File: src/rtl/prr_pkg.sv
package prr_pkg;
  localparam int ADDR_W       = 13;
  localparam int DATA_W       = 32;
  localparam int OFF_W        = 12;
  localparam int PAGE_W       = 4;
  localparam int PPI_PER_CORE = 32;
  localparam int PPI_TMR      = 29;
  localparam int PPI_WDT      = 30;
  localparam int CPUIF_PAGE0  = 1;
  localparam int TMR_PAGE0    = 6;

  localparam logic [7:0] OFS_CTRL  = 8'h00;
  localparam logic [7:0] OFS_CFG   = 8'h04;
  localparam logic [7:0] OFS_STAT  = 8'h08;
  localparam logic [7:0] OFS_FLUSH = 8'h0C;

  typedef enum logic [2:0] {
    RGN_NONE,
    RGN_REGS,
    RGN_CPUIF,
    RGN_TMR,
    RGN_WDT,
    RGN_DIST
  } region_e;

  function automatic logic [DATA_W-1:0] cfg_word(input int n);
    logic [DATA_W-1:0] mask;
    mask = (32'd1 << n) - 32'd1;
    return (mask << 4) | DATA_W'(n - 1);
  endfunction
endpackage

File: src/rtl/prr_decode.sv
module prr_decode
  import prr_pkg::*;
#(
  parameter int NUM_CORES = 2
) (
  input  logic [ADDR_W-1:0]  addr,
  input  logic               access,
  output region_e            rgn,
  output logic [NUM_CORES:0] slot_oh,
  output logic [OFF_W-1:0]   off
);
  localparam int SLOTS = NUM_CORES + 1;

  logic [PAGE_W-1:0] page;
  assign page = addr[11:8];

  always_comb begin
    rgn     = RGN_NONE;
    slot_oh = '0;
    off     = '0;
    if (access) begin
      if (addr[12]) begin
        rgn = RGN_DIST;
        off = addr[11:0];
      end else if (page == '0) begin
        rgn = RGN_REGS;
      end else begin
        for (int i = 0; i < SLOTS; i++) begin
          if (page == PAGE_W'(CPUIF_PAGE0 + i)) begin
            rgn        = RGN_CPUIF;
            slot_oh[i] = 1'b1;
            off        = {4'h0, addr[7:0]};
          end
          if (page == PAGE_W'(TMR_PAGE0 + i) && addr[7:6] == 2'b00) begin
            rgn        = addr[5] ? RGN_WDT : RGN_TMR;
            slot_oh[i] = 1'b1;
            off        = {7'h00, addr[4:0]};
          end
        end
      end
    end
  end
endmodule

File: src/rtl/prr_regs.sv
module prr_regs
  import prr_pkg::*;
#(
  parameter int NUM_CORES = 2
) (
  input  logic              clk,
  input  logic              rst,
  input  logic              hit,
  input  logic              rd,
  input  logic              wr,
  input  logic [7:0]        ofs,
  input  logic              wr_bit0,
  output logic [DATA_W-1:0] rdata,
  output logic              bad_wr
);
  localparam logic [DATA_W-1:0] CFG_VAL = cfg_word(NUM_CORES);

  logic ctrl_q;

  always_ff @(posedge clk) begin
    if (rst) begin
      ctrl_q <= 1'b0;
    end else if (hit && wr && ofs == OFS_CTRL) begin
      ctrl_q <= wr_bit0;
    end
  end

  always_comb begin
    rdata = '0;
    if (hit && rd) begin
      case (ofs)
        OFS_CTRL: rdata = {{(DATA_W-1){1'b0}}, ctrl_q};
        OFS_CFG:  rdata = CFG_VAL;
        default:  rdata = '0;
      endcase
    end
  end

  assign bad_wr = hit && wr && (ofs != OFS_CTRL) && (ofs != OFS_FLUSH);
endmodule

File: src/rtl/prr_irq_route.sv
module prr_irq_route
  import prr_pkg::*;
#(
  parameter int NUM_CORES = 2,
  parameter int EXT_IRQS  = 32
) (
  input  logic                                       clk,
  input  logic                                       rst,
  input  logic [EXT_IRQS-1:0]                        ext_irq,
  input  logic [NUM_CORES-1:0]                       tmr_irq,
  input  logic [NUM_CORES-1:0]                       wdt_irq,
  output logic [EXT_IRQS+PPI_PER_CORE*NUM_CORES-1:0] irq_q
);
  localparam int OUT_W = EXT_IRQS + PPI_PER_CORE * NUM_CORES;

  logic [PPI_PER_CORE-1:0] core_blk [NUM_CORES];
  logic [OUT_W-1:0]        irq_d;

  for (genvar c = 0; c < NUM_CORES; c++) begin : g_core
    always_comb begin
      core_blk[c]          = '0;
      core_blk[c][PPI_TMR] = tmr_irq[c];
      core_blk[c][PPI_WDT] = wdt_irq[c];
    end
  end

  always_comb begin
    irq_d                 = '0;
    irq_d[EXT_IRQS-1:0]   = ext_irq;
    for (int c = 0; c < NUM_CORES; c++) begin
      irq_d[EXT_IRQS + PPI_PER_CORE*c +: PPI_PER_CORE] = core_blk[c];
    end
  end

  always_ff @(posedge clk) begin
    if (rst) irq_q <= '0;
    else     irq_q <= irq_d;
  end
endmodule

File: src/rtl/priv_region_ctrl.sv
module priv_region_ctrl
  import prr_pkg::*;
#(
  parameter int NUM_CORES = 2,
  parameter int EXT_IRQS  = 32
) (
  input  logic                             clk,
  input  logic                             rst,
  input  logic [12:0]                      bus_addr,
  input  logic [31:0]                      bus_wdata,
  input  logic                             bus_we,
  input  logic                             bus_re,
  output logic [31:0]                      bus_rdata,
  output logic                             bus_ready,
  output logic                             bus_err,
  output logic [NUM_CORES:0]               cpuif_sel,
  output logic [NUM_CORES:0]               tmr_sel,
  output logic [NUM_CORES:0]               wdt_sel,
  output logic                             dist_sel,
  output logic [11:0]                      win_off,
  input  logic [EXT_IRQS-1:0]              ext_irq_in,
  input  logic [NUM_CORES-1:0]             tmr_irq_in,
  input  logic [NUM_CORES-1:0]             wdt_irq_in,
  output logic [EXT_IRQS+32*NUM_CORES-1:0] gic_irq_out
);
  localparam int SLOTS = NUM_CORES + 1;

  logic               access;
  region_e            rgn;
  logic [SLOTS-1:0]   slot_oh;
  logic               bad_wr;

  assign access = bus_re | bus_we;

  prr_decode #(.NUM_CORES(NUM_CORES)) u_decode (
    .addr    (bus_addr),
    .access  (access),
    .rgn     (rgn),
    .slot_oh (slot_oh),
    .off     (win_off)
  );

  prr_regs #(.NUM_CORES(NUM_CORES)) u_regs (
    .clk     (clk),
    .rst     (rst),
    .hit     (rgn == RGN_REGS),
    .rd      (bus_re),
    .wr      (bus_we),
    .ofs     (bus_addr[7:0]),
    .wr_bit0 (bus_wdata[0]),
    .rdata   (bus_rdata),
    .bad_wr  (bad_wr)
  );

  prr_irq_route #(.NUM_CORES(NUM_CORES), .EXT_IRQS(EXT_IRQS)) u_route (
    .clk     (clk),
    .rst     (rst),
    .ext_irq (ext_irq_in),
    .tmr_irq (tmr_irq_in),
    .wdt_irq (wdt_irq_in),
    .irq_q   (gic_irq_out)
  );

  for (genvar i = 0; i < SLOTS; i++) begin : g_slot
    assign cpuif_sel[i] = (rgn == RGN_CPUIF) && slot_oh[i];
    assign tmr_sel[i]   = (rgn == RGN_TMR)   && slot_oh[i];
    assign wdt_sel[i]   = (rgn == RGN_WDT)   && slot_oh[i];
  end

  assign dist_sel  = (rgn == RGN_DIST);
  assign bus_ready = access;
  assign bus_err   = bad_wr | (access && rgn == RGN_NONE);
endmodule

File: config.mk
export PLATFORM = sky130hd
export DESIGN_NAME = priv_region_ctrl
export DESIGN_NICKNAME = d
export VERILOG_FILES = /design/src/rtl/prr_pkg.sv /design/src/rtl/prr_decode.sv /design/src/rtl/prr_regs.sv /design/src/rtl/prr_irq_route.sv /design/src/rtl/priv_region_ctrl.sv
export SDC_FILE = /design/constraint.sdc
export NUM_CORES = 1
export LEC_CHECK = 0
export BUFFER_PORTS_ARGS = -buffer_cell sky130_fd_sc_hd__buf_2
export CORE_AREA = 2 2 92 94
export DETAILED_ROUTE_END_ITERATION = 12
export DIE_AREA = 0 0 94 96
export PLACE_DENSITY = 0.72
export SLEW_MARGIN = 5
export SYNTH_ARGS = -nofsm -noshare
export SYNTH_HDL_FRONTEND = slang
export SYNTH_SLANG_ARGS = --single-unit
File: constraint.sdc
create_clock -name clk -period 4.5 [get_ports clk]
set_input_delay 0.225 -clock clk [delete_from_list [all_inputs] [get_ports clk]]
set_output_delay 0.225 -clock clk [all_outputs]
set_load 0.01 [all_outputs]
Word-level counts from Yosys, hierarchy flattened
Cells that the tools add are included.

Bits of input ports: 85. Word-level logic and storage cells: 71. Output and inout port bits: 152. Register bits: 97.

Reductions and logical operators: 23. Multiplexer cells: 30. Bitwise operators: 2. Equal/unequal tests: 13.

Operators with widths (count): $mux W8 (6); $mux W12 (3); $mux W3 (12); $mux W32 (1); $logic_and A1 B1 Y1 (18); $pmux W6 S2 (1); $eq A4 B2 Y1 const B (2); $eq A4 B3 Y1 const B (2); $eq A8 B3 Y1 const B (1); $logic_not A8 Y1 (1); $ne A8 B4 Y1 const B (1); $reduce_bool A8 Y1 (1); $eq A3 B2 Y1 const B (2); $eq A3 B3 Y1 const B (2); $mux W1 (6); $eq A4 B1 Y1 const B (1); $eq A4 B4 Y1 const B (1); $logic_not A4 Y1 (1); $eq A3 B1 Y1 const B (1); $logic_not A3 Y1 (1); $logic_not A2 Y1 (1); $mux W2 (1); $or A1 B1 Y1 (2).

Longest topological paths before layout
Gate-level depths: netlist (run 1).

Word-level depth: 15. Depth in mapped cells: 7. Gate-level depth less buffers: 5.

By module
A second synthesis (run 1) with hierarchy kept.

Cells, all modules: 254. Area total of the unflattened synthesis: 2237.1 sq um.

Modules (own cells, without submodules): prr_irq_route (cells an instance 136, area each 1448.9 sq um, times used 1); prr_regs (cells an instance 46, area each 351.6 sq um, times used 1); prr_decode (cells an instance 55, area each 315.3 sq um, times used 1); priv_region_ctrl (cells an instance 17, area each 121.4 sq um, times used 1).

Worst setup path after synthesis (run 1)
Ideal clock, no wire load.

Path kind: input to output. From: input bus_addr[8]. To: output bus_rdata[5]. Buffers on the path: 2. Required time: 4275 ps. Path slack: 2352 ps. Stages: 7. Arrival time: 1923 ps. Cells stage by stage: buf_2 nor4b_4 a21o_2 a21oi_1 or3_1 nor4_1 buf_4.

Word-level cells in the longest chain between the ends: 13. Elaborated cells on any way between the ends: 22.

RTL lines: start, declared (RTL line priv_region_ctrl.sv:9) `input logic [12:0] bus_addr,`; $eq A4 B1 Y1 / $eq A4 B3 Y1 (equally long branches) (RTL line prr_decode.sv:29, prr_decode.sv:34); $mux W2 / $logic_and A1 B1 Y1 (equally long branches) (RTL line prr_decode.sv:29, prr_decode.sv:34); $mux W3 (RTL line prr_decode.sv:34) `if (page == PAGE_W'(TMR_PAGE0 + i) && addr[7:6] == 2'b00) begin`; $mux W3 (RTL line prr_decode.sv:29) `if (page == PAGE_W'(CPUIF_PAGE0 + i)) begin`; $mux W3 (RTL line prr_decode.sv:34); $mux W3 (RTL line prr_decode.sv:29); $mux W3 (RTL line prr_decode.sv:34); $mux W3 (*) (RTL line prr_decode.sv:25) `end else if (page == '0) begin`; $mux W3 (*) (RTL line prr_decode.sv:22) `if (addr[12]) begin`; $mux W3 (*) (RTL line prr_decode.sv:21) `if (access) begin`; $eq A3 B1 Y1 (*) (RTL line priv_region_ctrl.sv:46) `.hit (rgn == RGN_REGS),`; $logic_and A1 B1 Y1 (*) (RTL line prr_regs.sv:30) `if (hit && rd) begin`; $mux W32 (*) (RTL line prr_regs.sv:30); end, declared (RTL line priv_region_ctrl.sv:13) `output logic [31:0] bus_rdata,`.

Every way passes the cells marked *; elsewhere a longest branch is shown, timed or not.

Worst setup path in the final report (run 1)
From: input bus_addr[12]. To: output bus_rdata[4].

Word-level cells in the longest chain between the ends: 5.

RTL lines (RTL line): $mux W3 (prr_decode.sv:22); $mux W3 (prr_decode.sv:21); $eq A3 B1 Y1 (priv_region_ctrl.sv:46); $logic_and A1 B1 Y1 (prr_regs.sv:30); $mux W32 (prr_regs.sv:30).

No other way between the ends.

==> impl_results.html, run 1 <==
<table>
<tr><th>Metric</th><th>Value</th></tr>
<tr><th colspan="2">Die</th></tr>
<tr><td>Row Count</td><td>33</td></tr>
<tr><td>DIE HEIGHT</td><td>96 microns</td></tr>
<tr><td>Area of the die</td><td>0.00902 sq mm</td></tr>
<tr><td>Ports</td><td>237</td></tr>
<tr><td>Placeable core region</td><td>0.00805 sq mm</td></tr>
<tr><td>Initial core utilization</td><td>0.265</td></tr>
<tr><td>Chip Width</td><td>94 microns</td></tr>
<tr><th colspan="2">Clocking</th></tr>
<tr><td>Insertion delay of the later-clocked pin in the worst-skew pair</td><td>0.28 ns</td></tr>
<tr><td>Root cell of the clock tree</td><td>clkbuf_8</td></tr>
<tr><td>Number of buffers between clock root and the deepest sink</td><td>2</td></tr>
<tr><td>Post-cts resize count</td><td>0</td></tr>
<tr><td>Maximum level of the CTS H-tree</td><td>2</td></tr>
<tr><td>TritonCTS clock tree</td><td>yes</td></tr>
<tr><td>Cts-stage hold buffer count</td><td>0</td></tr>
<tr><td>Clock transition at the register clock pins on the worst setup and hold paths after CTS</td><td>0.07 ns</td></tr>
<tr><td>Total clock buffers created by CTS</td><td>5</td></tr>
<tr><td>Post-CTS Setup Bufs</td><td>0</td></tr>
<tr><td>Count of clock tree sinks</td><td>37</td></tr>
<tr><th colspan="2">Final layout</th></tr>
<tr><td>Signed area change from the synthesized netlist to the final layout</td><td>21.1%</td></tr>
<tr><td>Antenna diodes</td><td>0</td></tr>
<tr><td>Final core utilization</td><td>0.321</td></tr>
<tr><td>Layout cell share with drive strength beyond 1</td><td>0.357</td></tr>
<tr><td>Nets@finish</td><td>445</td></tr>
<tr><td>Number of non-filler instances in the completed layout</td><td>466</td></tr>
<tr><td>Fillers</td><td>865</td></tr>
<tr><th colspan="2">Setup path</th></tr>
<tr><td>Number of buffers and inverters on the critical path</td><td>2</td></tr>
<tr><td>Arrival time at the worst endpoint</td><td>2.04 ns</td></tr>
<tr><td>Most prevalent standard cell on the critical path</td><td>buf_2</td></tr>
<tr><td>Maximum fanout along the worst path</td><td>13</td></tr>
<tr><td>Critical path endpoint category</td><td>primary output</td></tr>
<tr><td>Kind of critical path</td><td>primary input to primary output</td></tr>
<tr><td>Largest stage delay on the critical path</td><td>0.40 ns</td></tr>
<tr><td>Critical path cell sequence</td><td>buf_2, o21ba_1, and3_4, a21o_1, or3_1, nor4_1, buf_2</td></tr>
<tr><td>Cell class contributing the biggest share of worst-path delay</td><td>simple AND/OR/NAND/NOR gates</td></tr>
<tr><td>Worst r2r path cells</td><td>2</td></tr>
<tr><td>Cell at the slowest stage of the critical path</td><td>or3_1</td></tr>
<tr><td>Worst reg2reg setup slack</td><td>3.94 ns</td></tr>
<tr><td>Req. time, crit path</td><td>4.28 ns</td></tr>
<tr><td>Total stage count of the critical path</td><td>7</td></tr>
<tr><td>Startpoint type of the worst setup path</td><td>primary input</td></tr>
<tr><th colspan="2">GRT</th></tr>
<tr><td>Overall track demand over capacity in global routing</td><td>0.0947</td></tr>
<tr><td>Overflow after GRT</td><td>0</td></tr>
<tr><td>Via count of the first global-routing pass</td><td>1463</td></tr>
<tr><td>Antenna violations before repair</td><td>2</td></tr>
<tr><td>First-pass GRT wire length</td><td>6580 microns</td></tr>
<tr><td>Maximum number of pins on one net before global-route repair</td><td>39</td></tr>
<tr><th colspan="2">Routing</th></tr>
<tr><td>Average wire length per cell after detail routing</td><td>10.0 microns</td></tr>
<tr><td>Overall via count from detail_route</td><td>1744</td></tr>
<tr><td>Pre-Repair DR Iteration Count</td><td>4</td></tr>
<tr><td>Mean number of vias per cell</td><td>3.74</td></tr>
<tr><td>Number of antenna-violating nets in the routed design</td><td>0</td></tr>
<tr><td>Remaining design rule violation count</td><td>0</td></tr>
<tr><td>First-iteration detailed-routing DRC count</td><td>24</td></tr>
<tr><td>Final wirelength</td><td>4670 microns</td></tr>
<tr><th colspan="2">Synthesis</th></tr>
<tr><td>Sequential-to-total area share from yosys stat</td><td>0.347</td></tr>
<tr><td>Register bit total from synthesis</td><td>37</td></tr>
<tr><td>Warnings from Yosys</td><td>0</td></tr>
<tr><td>Synthesized instance count</td><td>246</td></tr>
<tr><td>Number of distinct standard cells referenced by the synthesized netlist</td><td>35</td></tr>
<tr><td>Mean cell area of the mapped netlist</td><td>8.67 sq um</td></tr>
<tr><td>Area of the mapped netlist</td><td>0.00213 sq mm</td></tr>
<tr><th colspan="2">Timing</th></tr>
<tr><td>Unrepaired setup endpoints after global routing</td><td>no</td></tr>
<tr><td>Timing-limited maximum frequency</td><td>0.441 GHz</td></tr>
<tr><td>Worst Clk Skew</td><td>0 ns</td></tr>
<tr><td>Fin. max-slew vios</td><td>0</td></tr>
<tr><td>Ratio of final minimum period to clock period</td><td>0.504</td></tr>
<tr><td>Tmin final</td><td>2.27 ns</td></tr>
<tr><td>Worst slew margin</td><td>0.585</td></tr>
<tr><td>Worst-case setup margin in the final layout</td><td>2.23 ns</td></tr>
<tr><td>Final number of hold-violating endpoints</td><td>0</td></tr>
<tr><td>Worst-margin pin slew</td><td>0.623 ns</td></tr>
<tr><td>Total Neg Setup Slack</td><td>0 ns</td></tr>
<tr><td>Final number of setup-violating endpoints</td><td>0</td></tr>
<tr><th colspan="2">Min path</th></tr>
<tr><td>Hold crit path type</td><td>primary input to register</td></tr>
<tr><td>Hold path cells</td><td>2</td></tr>
<tr><th colspan="2">Status</th></tr>
<tr><td>Result of the run</td><td>finished clean</td></tr>
<tr><th colspan="2">Place</th></tr>
<tr><td>IO Port Bufs</td><td>116</td></tr>
<tr><td>Worst setup timing slack at the placement stage</td><td>2.24 ns</td></tr>
<tr><td>Sum of net half-perimeters after detailed placement</td><td>4010 microns</td></tr>
<tr><td>Cell count after placement</td><td>458</td></tr>
<tr><td>Last weighted congestion value of the routability-driven placer</td><td>0.744</td></tr>
<tr><th colspan="2">Power and ir drop</th></tr>
<tr><td>Maximum vdd ir drop</td><td>209 uV</td></tr>
<tr><td>Cell leakage power</td><td>1.40 nW</td></tr>
<tr><td>Pwr dens</td><td>299 mW/mm^2</td></tr>
<tr><td>Total Power</td><td>773 uW</td></tr>
<tr><th colspan="2">Flow run</th></tr>
<tr><td>Max-capacitance violation count</td><td>0</td></tr>
</table>
## routing by layer
layer | vias up | track usage | part of all wire
met5 | - | 0 | 0.0058
met4 | 4 | 0.0435 | 0.012
met2 | 144 | 0.162 | 0.46
met3 | 8 | 0.0509 | 0.17
li1 | 834 | - | -
met1 | 754 | 0.0953 | 0.35
## kinds of logic (layout without fill, tap and decap cells)
kind of cell | after synthesis | count (layout) | share of synthesized area
other | 1 | 89 | 0.00176
flip-flops | 37 | 37 | 0.347
XOR/XNOR | 1 | 1 | 0.00411
AO/OA/AOI/OAI | 15 | 15 | 0.0475
AND/OR/NAND/NOR | 92 | 92 | 0.258
multiplexers | 2 | 2 | 0.00938
buffers and inverters | 98 | 125 | 0.332
## where the power goes
group	internal, mW	switching, mW
clock	0.166	0.113
combinational	0.0530	0.0924
sequential	0.344	0.00388
## through the flow
stage / hold WS (ns) / area, sq um
2_1_floorplan: 0.353 / 2460
3_3_place_gp: 0.433 / 2470
3_5_place_dp: 0.437 / 2470
4_1_cts: 0.135 / 2580
5_1_grt: 0.139 / 2580
6_report: 0.145 / 2580
## synth_stat cells (all sizes together)
master / n / area [sq um]
and2: 9 / 56.3
nand2: 6 / 22.5
dfxtp: 37 / 741
nand4: 2 / 12.5
a21oi: 3 / 15.0
nor4: 4 / 25.0
xor2: 1 / 8.76
or4: 1 / 7.51
nor3b: 2 / 15.0
a211oi: 1 / 7.51
o21ba: 1 / 10.0
mux2i: 2 / 20.0
conb: 1 / 3.75
a21o: 2 / 16.3
nor2b: 36 / 225
and3: 5 / 37.5
nand2b: 2 / 12.5
nor4b: 1 / 23.8
buf: 92 / 686
o21ai: 5 / 25.0
or3: 1 / 6.26
inv: 1 / 3.75
and2b: 1 / 8.76
nand3: 1 / 5.00
nor3: 7 / 40.0
nor2: 14 / 52.6
o32a: 1 / 10.0
o2bb2ai: 1 / 8.76
clkbuf: 5 / 18.8
a32oi: 1 / 8.76
## state kept, by name, summed over array words and instances (netlist names)
signal         count
u_route.irq_q     36
u_regs.ctrl_q      1
## layout by cell type, fill, tap and decap left out, drive strengths merged, types with 2 or more instances in the layout
master / count
nand2: 6
nor2b: 36
nor2: 14
dfxtp: 37
conb: 89
nand2b: 2
nor3b: 2
nor4: 4
a21o: 2
buf: 116
nand4: 2
o21ai: 5
a21oi: 3
nor3: 7
mux2i: 2
and2: 9
and3: 5
clkbuf: 6
## worst paths after layout
check / from / to
setup reg to reg: u_regs.ctrl_q / u_regs.ctrl_q
setup / recovery: bus_addr[12] / bus_rdata[4]
hold / removal: ext_irq_in[20] / u_route.irq_q[20]
hold reg to reg: u_regs.ctrl_q / u_regs.ctrl_q
## worst register-to-register path, cell delays in order, from the launching register on
cell      delay, ns
dfxtp_1        0.33
nand2b_1       0.05
mux2i_1        0.11
## area by class of cell
| type | count | area [sq um] | share of cell area |
|---|---|---|---|
| multi-input cells | 199 | 1010 | 0.393 |
| flip-flops and latches | 37 | 741 | 0.287 |
| repair buffers | 116 | 581 | 0.225 |
| well taps | 105 | 131 | 0.0509 |
| clock buffers | 6 | 72.6 | 0.0281 |
| clock inverters | 2 | 38.8 | 0.0150 |
| inverters | 1 | 3.75 | 0.00145 |
(Power assumes the default switching activity.)
==> run 2: changes to the inputs <==
CORE_AREA = 2 2 93 95   (was 2 2 92 94)
DIE_AREA = 0 0 95 97   (was 0 0 94 96)
PLACE_DENSITY = 0.71   (was 0.72)
clock period = 2.31 ns   (was 4.5 ns; I/O delays follow)
==> impl_results.html, run 2 (synthesis gave the netlist of run 1 again) <==
<table>
<tr><th>Metric</th><th>Value</th></tr>
<tr><th colspan="2">Status</th></tr>
<tr><td>Result of the run</td><td>finished clean</td></tr>
<tr><th colspan="2">Routing</th></tr>
<tr><td>Pre-Repair DR Iteration Count</td><td>4 (unchanged)</td></tr>
<tr><td>Number of antenna-violating nets in the routed design</td><td>0 (unchanged)</td></tr>
<tr><td>Overall via count from detail_route</td><td>1731 (-0.75%)</td></tr>
<tr><td>Mean number of vias per cell</td><td>3.69 (-1.4%)</td></tr>
<tr><td>First-iteration detailed-routing DRC count</td><td>16 (-33%)</td></tr>
<tr><td>Average wire length per cell after detail routing</td><td>10.2 microns (+1.6%)</td></tr>
<tr><td>Final wirelength</td><td>4770 microns (+2.3%)</td></tr>
<tr><td>Remaining design rule violation count</td><td>0 (unchanged)</td></tr>
<tr><th colspan="2">Power and ir drop</th></tr>
<tr><td>Cell Int Power</td><td>1.10 mW (+96%)</td></tr>
<tr><td>Maximum vdd ir drop</td><td>564 uV (+170%)</td></tr>
<tr><td>Combinational group share of total power</td><td>0.193 (+0.005)</td></tr>
<tr><td>Sw Share</td><td>0.272 (+0.00104)</td></tr>
<tr><td>Part of the total power dissipated in sequential elements</td><td>0.447 (-0.003)</td></tr>
<tr><td>Switching power</td><td>412 uW (+97%)</td></tr>
<tr><td>Part of the power in the clock network</td><td>0.360 (-0.002)</td></tr>
<tr><td>Pwr dens</td><td>581 mW/mm^2 (+94%)</td></tr>
<tr><td>Cell leakage power</td><td>1.42 nW (+1.1%)</td></tr>
<tr><th colspan="2">GRT</th></tr>
<tr><td>Antenna violations before repair</td><td>0 (-2)</td></tr>
<tr><td>Overflow after GRT</td><td>0 (unchanged)</td></tr>
<tr><td>Via count of the first global-routing pass</td><td>1535 (+4.9%)</td></tr>
<tr><td>First-pass GRT wire length</td><td>7040 microns (+7.0%)</td></tr>
<tr><td>Overall track demand over capacity in global routing</td><td>0.0967 (+0.00202)</td></tr>
<tr><td>Maximum number of pins on one net before global-route repair</td><td>39 (unchanged)</td></tr>
<tr><th colspan="2">Final layout</th></tr>
<tr><td>Nets@finish</td><td>448 (+0.67%)</td></tr>
<tr><td>Number of non-filler instances in the completed layout</td><td>469 (+0.64%)</td></tr>
<tr><td>Registers with the most flip-flops</td><td>u_route.irq_q: 36 flops, u_regs.ctrl_q: 1 flops</td></tr>
<tr><td>Layout cell share with drive strength beyond 1</td><td>0.363 (+0.00530)</td></tr>
<tr><td>Antenna diodes</td><td>0 (unchanged)</td></tr>
<tr><td>Most common cell after layout, fill and taps aside</td><td>buf_2</td></tr>
<tr><td>Signed area change from the synthesized netlist to the final layout</td><td>22.1%</td></tr>
<tr><td>Post-route standard cell area excluding fillers</td><td>0.00261 sq mm (+0.87%)</td></tr>
<tr><td>Flip-flop and latch area</td><td>741 sq um (unchanged)</td></tr>
<tr><td>Flip-flop count of the largest register after layout</td><td>36 (unchanged)</td></tr>
<tr><td>Fillers</td><td>861 (-0.46%)</td></tr>
<tr><td>Leading cell types in the layout, fill and taps excluded</td><td>buf_2, conb_1, dfxtp_1</td></tr>
<tr><td>Reg with most FFs</td><td>u_route.irq_q</td></tr>
<tr><td>Area of the multi-input gates</td><td>0.00101 sq mm (unchanged)</td></tr>
<tr><th colspan="2">Clocking</th></tr>
<tr><td>Insertion delay of the later-clocked pin in the worst-skew pair</td><td>0.27 ns (about the same)</td></tr>
<tr><td>Root cell of the clock tree</td><td>clkbuf_8</td></tr>
<tr><td>Maximum level of the CTS H-tree</td><td>2 (unchanged)</td></tr>
<tr><td>Cts-stage hold buffer count</td><td>0 (unchanged)</td></tr>
<tr><td>Post-CTS Setup Bufs</td><td>0 (unchanged)</td></tr>
<tr><td>Clock transition at the register clock pins on the worst setup and hold paths after CTS</td><td>0.07 ns (about the same)</td></tr>
<tr><td>Count of clock tree sinks</td><td>37 (unchanged)</td></tr>
<tr><td>Total clock buffers created by CTS</td><td>5 (unchanged)</td></tr>
<tr><td>Number of buffers between clock root and the deepest sink</td><td>2 (unchanged)</td></tr>
<tr><td>Post-cts resize count</td><td>0 (unchanged)</td></tr>
<tr><td>TritonCTS clock tree</td><td>yes</td></tr>
<tr><th colspan="2">Setup path</th></tr>
<tr><td>Arrival time at the worst endpoint</td><td>1.97 ns (-0.07 ns)</td></tr>
<tr><td>Largest stage delay on the critical path</td><td>0.45 ns (+0.05 ns)</td></tr>
<tr><td>Most prevalent standard cell on the critical path</td><td>buf_2</td></tr>
<tr><td>Cell at the slowest stage of the critical path</td><td>nor4_1</td></tr>
<tr><td>Critical path endpoint category</td><td>primary output</td></tr>
<tr><td>Startpoint type of the worst setup path</td><td>primary input</td></tr>
<tr><td>Maximum fanout along the worst path</td><td>12 (-1)</td></tr>
<tr><td>Kind of critical path</td><td>primary input to primary output</td></tr>
<tr><td>Req. time, crit path</td><td>2.19 ns (-2.09 ns)</td></tr>
<tr><td>Number of buffers and inverters on the critical path</td><td>2 (unchanged)</td></tr>
<tr><td>Critical path cell sequence</td><td>buf_2, nor4b_4, a21o_2, a21oi_1, or3_1, nor4_1, buf_2</td></tr>
<tr><td>Cell class contributing the biggest share of worst-path delay</td><td>simple AND/OR/NAND/NOR gates</td></tr>
<tr><th colspan="2">Place</th></tr>
<tr><td>Cell count after placement</td><td>461 (+0.66%)</td></tr>
<tr><td>Last weighted congestion value of the routability-driven placer</td><td>0.800 (+7.5%)</td></tr>
<tr><td>Placed standard-cell area</td><td>0.00249 sq mm (+0.91%)</td></tr>
<tr><td>Sum of net half-perimeters after detailed placement</td><td>4160 microns (+3.8%)</td></tr>
<tr><td>IO Port Bufs</td><td>116 (unchanged)</td></tr>
<tr><th colspan="2">Die</th></tr>
<tr><td>Initial core utilization</td><td>0.262 (-0.00269)</td></tr>
<tr><td>Ports</td><td>237 (unchanged)</td></tr>
<tr><td>Area of the die</td><td>0.00922 sq mm (+2.1%)</td></tr>
<tr><td>Chip Width</td><td>95 microns (+1.1%)</td></tr>
<tr><td>Placeable core region</td><td>0.00813 sq mm (+1.0%)</td></tr>
<tr><td>DIE HEIGHT</td><td>97 microns (+1.0%)</td></tr>
<tr><td>Row Count</td><td>33 (unchanged)</td></tr>
<tr><th colspan="2">Timing</th></tr>
<tr><td>Total Neg Setup Slack</td><td>0 ns (unchanged)</td></tr>
<tr><td>Final number of hold-violating endpoints</td><td>0 (unchanged)</td></tr>
<tr><td>Worst slew margin</td><td>0.603 (+0.0183)</td></tr>
<tr><td>Worst-margin pin slew</td><td>0.596 ns (-0.0275 ns)</td></tr>
<tr><td>Worst Clk Skew</td><td>0 ns (unchanged)</td></tr>
<tr><td>Unrepaired setup endpoints after global routing</td><td>no</td></tr>
<tr><td>Final hold slack</td><td>0.0394 ns (-0.106 ns)</td></tr>
<tr><td>Final number of setup-violating endpoints</td><td>0 (unchanged)</td></tr>
<tr><td>Ratio of final minimum period to clock period</td><td>0.903</td></tr>
<tr><td>Tmin final</td><td>2.08 ns</td></tr>
<tr><td>Timing-limited maximum frequency</td><td>0.480 GHz</td></tr>
<tr><td>Fin. max-slew vios</td><td>0 (unchanged)</td></tr>
<tr><th colspan="2">Flow run</th></tr>
<tr><td>Max-capacitance violation count</td><td>0 (unchanged)</td></tr>
<tr><th colspan="2">Min path</th></tr>
<tr><td>Hold crit path type</td><td>primary input to register</td></tr>
</table>
[run 2: changes by cell type in the layout (fill, tap and decap cells not counted), sizes merged]
cell / before / now
buf: 116 / 119
[run 2: power by group through the flow]
| stage | logic, mW | clock network, mW | registers (mW) |
|---|---|---|---|
| after floorplan | 0.262 | 0 | 0.712 |
| after global placement | 0.288 | 0 | 0.692 |
| after detailed placement | 0.291 | 0 | 0.692 |
| after CTS | 0.291 | 0.560 | 0.678 |
| after global routing | 0.327 | 0.591 | 0.681 |
| final | 0.292 | 0.545 | 0.677 |
[run 2: layout make-up]
class,count,area share
inverter,1,0.00144
clock inverter,2,0.0149
clock buffer,6,0.0279
sequential,37,0.284
multi-input combinational,199,0.390
timing repair buffer,119,0.232
tap,105,0.0504
[run 2: final timing paths]
kind / from / to / slack [ns] / cells past startpoint
setup / recovery: bus_addr[10] / bus_rdata[4] / 0.23 / 7
hold / removal: ext_irq_in[15] / u_route.irq_q[15] / 0.04 / 2
setup reg to reg: u_regs.ctrl_q / u_regs.ctrl_q / 1.75 / 2
hold reg to reg: u_regs.ctrl_q / u_regs.ctrl_q / 0.47 / 2
[run 2: per-stage QoR]
stage / power, mW / utilization / setup WS [ns]
3_5_place_dp: 0.983 / 0.307 / 0.183
2_1_floorplan: 0.973 / - / 0.381
4_1_cts: 1.53 / 0.320 / 0.171
5_1_grt: 1.60 / 0.320 / 0.0156
3_3_place_gp: 0.980 / 0.307 / 0.275
6_report: 1.51 / 0.320 / 0.225
[run 2: metal layers]
metal	track usage	vias to the layer above	routed length, microns
met4	0.0268	0	53
li1	-	841	-
met1	0.106	741	1720
met2	0.171	143	2310
met5	0	-	0
met3	0.0382	6	683
